**src/rtl/pbu_pkg.sv**
```systemverilog
package pbu_pkg;
  localparam int BUS_W = 64;
  localparam int PIX_W = 32;

  typedef enum logic [2:0] {
    DEPTH_1  = 3'd0,
    DEPTH_2  = 3'd1,
    DEPTH_4  = 3'd2,
    DEPTH_8  = 3'd3,
    DEPTH_12 = 3'd4,
    DEPTH_16 = 3'd5,
    DEPTH_24 = 3'd6,
    DEPTH_32 = 3'd7
  } depth_e;

  // log2 of the field slot width
  function automatic logic [2:0] slot_lg(depth_e d);
    case (d)
      DEPTH_1:            return 3'd0;
      DEPTH_2:            return 3'd1;
      DEPTH_4:            return 3'd2;
      DEPTH_8:            return 3'd3;
      DEPTH_12, DEPTH_16: return 3'd4;
      default:            return 3'd5;
    endcase
  endfunction

  function automatic int pix_bits(depth_e d);
    case (d)
      DEPTH_1:  return 1;
      DEPTH_2:  return 2;
      DEPTH_4:  return 4;
      DEPTH_8:  return 8;
      DEPTH_12: return 12;
      DEPTH_16: return 16;
      DEPTH_24: return 24;
      default:  return 32;
    endcase
  endfunction
endpackage

```
**src/rtl/pbu_bit_mirror.sv**
```systemverilog
module pbu_bit_mirror #(
  parameter int W = 8
) (
  input  logic [W-1:0] d_i,
  output logic [W-1:0] q_o
);
  for (genvar i = 0; i < W; i++) begin : g_bit
    assign q_o[i] = d_i[W-1-i];
  end
endmodule

```
**src/rtl/pbu_field_extract.sv**
```systemverilog
module pbu_field_extract
  import pbu_pkg::*;
#(
  parameter int BUS_W = pbu_pkg::BUS_W,
  parameter int PIX_W = pbu_pkg::PIX_W
) (
  input  logic [BUS_W-1:0]         word_i,
  input  logic [$clog2(BUS_W)-1:0] idx_i,
  input  depth_e                   depth_i,
  input  logic                     be_i,
  output logic [PIX_W-1:0]         pix_o
);
  localparam int IDX_W = $clog2(BUS_W);
  localparam int NUM_W = $clog2(PIX_W) + 1;

  logic [2:0]       lg;
  logic [IDX_W-1:0] shamt;
  logic [BUS_W-1:0] shifted;
  logic [PIX_W-1:0] cand [NUM_W];
  logic [PIX_W-1:0] sel;
  logic [PIX_W-1:0] mask;
  int               pw;

  assign lg      = slot_lg(depth_i);
  assign shamt   = idx_i << lg;
  assign shifted = word_i >> shamt;
  assign pw      = pix_bits(depth_i);

  // one candidate per slot width; the mirror is wired, not muxed per bit
  for (genvar k = 0; k < NUM_W; k++) begin : g_slot
    localparam int SW = 1 << k;
    logic [SW-1:0] raw, mir;
    assign raw = shifted[SW-1:0];
    pbu_bit_mirror #(.W(SW)) u_mir (.d_i(raw), .q_o(mir));
    assign cand[k] = PIX_W'(be_i ? mir : raw);
  end

  always_comb begin
    sel = '0;
    for (int k = 0; k < NUM_W; k++)
      if (lg == 3'(k)) sel = cand[k];
  end

  always_comb begin
    for (int j = 0; j < PIX_W; j++) mask[j] = (j < pw);
  end

  assign pix_o = sel & mask;
endmodule

```
**src/rtl/pbu_seq.sv**
```systemverilog
module pbu_seq #(
  parameter int IDX_W = 6
) (
  input  logic             clk_i,
  input  logic             rst_ni,
  input  logic             load_i,
  input  logic [IDX_W-1:0] last_idx_i,
  output logic             busy_o,
  output logic [IDX_W-1:0] idx_o
);
  always_ff @(posedge clk_i or negedge rst_ni) begin
    if (!rst_ni) begin
      busy_o <= 1'b0;
      idx_o  <= '0;
    end else if (load_i) begin
      busy_o <= 1'b1;
      idx_o  <= '0;
    end else if (busy_o) begin
      if (idx_o == last_idx_i) begin
        busy_o <= 1'b0;
        idx_o  <= '0;
      end else begin
        idx_o <= idx_o + 1'b1;
      end
    end
  end
endmodule

```
**src/rtl/pixbus_unpacker.sv**
```systemverilog
module pixbus_unpacker
  import pbu_pkg::*;
#(
  parameter int BUS_W = pbu_pkg::BUS_W,
  parameter int PIX_W = pbu_pkg::PIX_W
) (
  input  logic             clk_i,
  input  logic             rst_ni,
  input  logic [BUS_W-1:0] word_i,
  input  logic             word_valid_i,
  output logic             word_ready_o,
  input  logic [2:0]       depth_i,
  input  logic             big_endian_i,
  output logic [PIX_W-1:0] pix_o,
  output logic             pix_valid_o
);
  localparam int IDX_W = $clog2(BUS_W);

  logic [BUS_W-1:0] word_q;
  depth_e           depth_q;
  logic             be_q;
  logic             busy;
  logic             load;
  logic [IDX_W-1:0] idx;
  logic [IDX_W-1:0] last_idx;
  logic [PIX_W-1:0] pix_raw;

  assign word_ready_o = !busy;
  assign load         = word_valid_i && word_ready_o;
  assign last_idx     = IDX_W'((BUS_W >> slot_lg(depth_q)) - 1);

  // config captured with the word so a word never straddles two settings
  always_ff @(posedge clk_i or negedge rst_ni) begin
    if (!rst_ni) begin
      word_q  <= '0;
      depth_q <= DEPTH_1;
      be_q    <= 1'b0;
    end else if (load) begin
      word_q  <= word_i;
      depth_q <= depth_e'(depth_i);
      be_q    <= big_endian_i;
    end
  end

  pbu_seq #(.IDX_W(IDX_W)) u_seq (
    .clk_i      (clk_i),
    .rst_ni     (rst_ni),
    .load_i     (load),
    .last_idx_i (last_idx),
    .busy_o     (busy),
    .idx_o      (idx)
  );

  pbu_field_extract #(.BUS_W(BUS_W), .PIX_W(PIX_W)) u_ext (
    .word_i  (word_q),
    .idx_i   (idx),
    .depth_i (depth_q),
    .be_i    (be_q),
    .pix_o   (pix_raw)
  );

  assign pix_valid_o = busy;
  assign pix_o       = busy ? pix_raw : '0;
endmodule

```
**config.mk**
```make
export PLATFORM = sky130hd
export DESIGN_NAME = pixbus_unpacker
export DESIGN_NICKNAME = d
export VERILOG_FILES = /design/src/rtl/pbu_pkg.sv /design/src/rtl/pbu_bit_mirror.sv /design/src/rtl/pbu_field_extract.sv /design/src/rtl/pbu_seq.sv /design/src/rtl/pixbus_unpacker.sv
export SDC_FILE = /design/constraint.sdc
export NUM_CORES = 1
export LEC_CHECK = 0
export ABC_CLOCK_PERIOD_IN_PS = 3400
export BUFFER_PORTS_ARGS = -buffer_cell sky130_fd_sc_hd__buf_2
export CORE_MARGIN = 8
export CORE_UTILIZATION = 50
export DETAILED_ROUTE_END_ITERATION = 8
export PLACE_DENSITY = 0.7
export SLEW_MARGIN = 15
export SYNTH_ARGS = -nofsm -noshare
export SYNTH_HDL_FRONTEND = slang
export SYNTH_HIERARCHICAL = 1
export SYNTH_SLANG_ARGS = --single-unit
```
**constraint.sdc**
```tcl
create_clock -name clk_i -period 3.4 [get_ports clk_i]
set_input_delay 0.34 -clock clk_i [delete_from_list [all_inputs] [get_ports clk_i]]
set_output_delay 0.34 -clock clk_i [all_outputs]
set_load 0.03 [all_outputs]
```
==> qor.yml <==
die_h_um: 157
synth_area_leaders: "dfrtp_1 (19%), mux2i_1 (9.8%), mux2_2 (9.4%)"
antennaDiodeCount: 0
cp.required_ns: 3.06
setup_viol: 32
drv_cap: 0
dr.pass1.iters: 6
avgViaCountPerCell: 6.68
grt_use_total: 0.358
dpl.hpwl_um: 33000
core-area_um2: 19500
seq_area_frac_synth: 0.189
worst_pin_slew_ns: 0.935
via_count: 12300
syn_area_per_cell_um2: 8.01
clk_transition_reported_paths_ns: 0.07
hold_viol: 0
root_buffer: "clkbuf_16"
crit_path_end_kind: "output port"
cp-start-kind: "flop"
drc_errors: 0
r2r_slack_ns: 0.36
rows: 51
initial_core_util: 0.510
finalCriticalPeriod_ns: 4.23
grt_pass1_vias: 11600
grt_max_degree: 76
cts_tree: "yes"
holdCritPathClass: "primary input to asynchronous set/reset pin"
cp_max_fo: 8
fmax_ghz: 0.236
dieArea_um2: 24600
antenna_found_initial: 0
wl_per_cell_um: 24.9
maxSlewHeadroom: 0.377
io_pins: 105
ant_nets: 0
dp_slack_ns: -0.570
nets: 1645
syn-cell-area_um2: 9920
synth_edf_count: 0
cts_buffers: 9
async_reset_ff_frac: 1.00
drive_above_1_share: 0.526
netlist.area_leader.share: 0.189
io_buffers: 104
crit_arrival_ns: 3.89
insertion_delay_ns: 0.35
cts.sinks: 75
fin_ws_ns: -0.832
htree_levels: 3
period_share: 1.24
rsz0062_at_grt: "yes"
synth_top_cell_by_area: "dfrtp_1"
drtIter0Drc: 1575
fin_hold_ws_ns: 0.131
syn2layout_area_growth_pct: 47.8
ys.flop_type: "dfrtp_1"
drt-total-wl_um: 45900
grt_pass1_wl_um: 68400
violations: "setup timing"
ctsHoldBuffers: 0
drv_slew: 0
ys_types: 91
yosysWarnings: 6
synth_cells: 1239
fillers: 1385
status: "finished, violations left"
clock_path_buffers: 2
die_w_um: 157
ys_ff_latch: 75
finalWeightedCongestion: 1.05
crit_type: "flop to output port"
finClkSkew_ns: 0.00887
grt_overflow_total: 0
## metrics by stage
step | setup TNS, ns | area, um^2 | std cells | util
4_1_cts | -18.88 | 14100 | 1819 | 0.724
3_3_place_gp | -10.76 | 12800 | 1773 | 0.656
6_report | -21.84 | 14700 | 1842 | 0.754
3_5_place_dp | -12.05 | 12800 | 1773 | 0.656
5_1_grt | -25.93 | 14700 | 1842 | 0.754
2_1_floorplan | -0.607 | 10200 | 1240 | -
## per-layer routing
metal | track usage | vias up | wire length, um
li1 | - | 5304 | -
met1 | 0.463 | 5870 | 17700
met2 | 0.567 | 933 | 20300
met4 | 0.130 | 0 | 2420
met3 | 0.0896 | 198 | 5530
met5 | 0 | - | 0
## cell usage after synthesis, drive strengths merged (17+ instances only)
master,number
a31oi,24
nand3,70
a21oi,65
a22oi,23
mux2i,98
buf,133
clkbuf,51
nor2,43
mux2,92
a211oi,35
dfrtp,75
o21ai,75
nand2,112
inv,22
nor3,36
a221oi,17
o211ai,25
and2,36
## kinds of logic after synthesis
kind of cell / count (synthesis) / synth area share
AO/OA/AOI/OAI: 390 / 0.280
other: 1 / 0.000378
multiplexers: 194 / 0.217
buffers and inverters: 206 / 0.117
adder cells (fa/ha/maj): 2 / 0.00252
AND/OR/NAND/NOR: 360 / 0.183
XOR/XNOR: 11 / 0.00971
flip-flops: 75 / 0.189
## registers in the layout, summed over array words and instances, names as in the netlist
register      flops
word_q           64
u_seq/busy_o      1
be_q              1
u_seq/idx_o       6
depth_q           3
## cell type report
| class | count | area, um^2 | share of cell area |
|---|---|---|---|
| multi-input cells | 959 | 8000 | 0.545 |
| repair buffers | 505 | 4070 | 0.277 |
| well taps | 265 | 332 | 0.0226 |
| flip-flops and latches | 75 | 1880 | 0.128 |
| clock buffers | 9 | 225 | 0.0154 |
| inverters | 22 | 82.6 | 0.00563 |
| clock inverters | 7 | 82.6 | 0.00563 |
## critical path, cell delays in order (launching register included)
cell and delay (ns):
dfrtp_2 0.45, or4b_4 0.61, buf_12 0.18, buf_6 0.16, mux2i_2 0.20, mux2i_1 0.12, mux2i_2 0.26, nand2_1 0.11
a32oi_2 0.21, buf_4 0.17, o211ai_1 0.13, mux2_4 0.29, o22ai_2 0.11, nand2_1 0.07, o221a_2 0.14, and2_4 0.15
buf_4 0.16
## cell usage in the layout (no fill, tap or decap), types with 11 or more instances in the layout
cell type / instances
and2_1: 18
a22oi_2: 11
mux2i_2: 15
nor3_1: 29
buf_6: 44
buf_4: 364
a211oi_2: 15
a22oi_1: 12
nand2_1: 102
mux2_2: 71
mux2_4: 21
o211ai_1: 25
o21ai_1: 27
a31oi_1: 18
dfrtp_1: 71
buf_12: 20
nor2_1: 36
a211oi_1: 18
o21ai_0: 36
mux2i_1: 73
nand3_1: 62
nor4_1: 11
buf_2: 73
inv_1: 22
a21oi_1: 55
## final timing paths
| kind | start | to | depth (start not counted) |
|---|---|---|---|
| max | depth_q[1] | pix_o[3] | 16 |
| min | rst_ni | u_seq/idx_o[0] | 1 |
| max reg2reg | depth_q[1] | u_seq/busy_o | 10 |
| min reg2reg | word_q[0] | word_q[0] | 1 |
| max in group asynchronous | rst_ni | depth_q[0] | 1 |
| min in group clk_i | big_endian_i | be_q | 2 |
## repair_timing
| action | 4_1_cts | 5_1_grt |
|---|---|---|
| setup buffers | 31 | 23 |
| resized for setup | 197 | 95 |
| cloned | 1 | 0 |
| endpoints found under the setup margin | 32 | 32 |
| pin swaps | 56 | 31 |
Power is not shown: default switching activity piles up to over one toggle a cycle in this logic, so the estimate is an artifact.
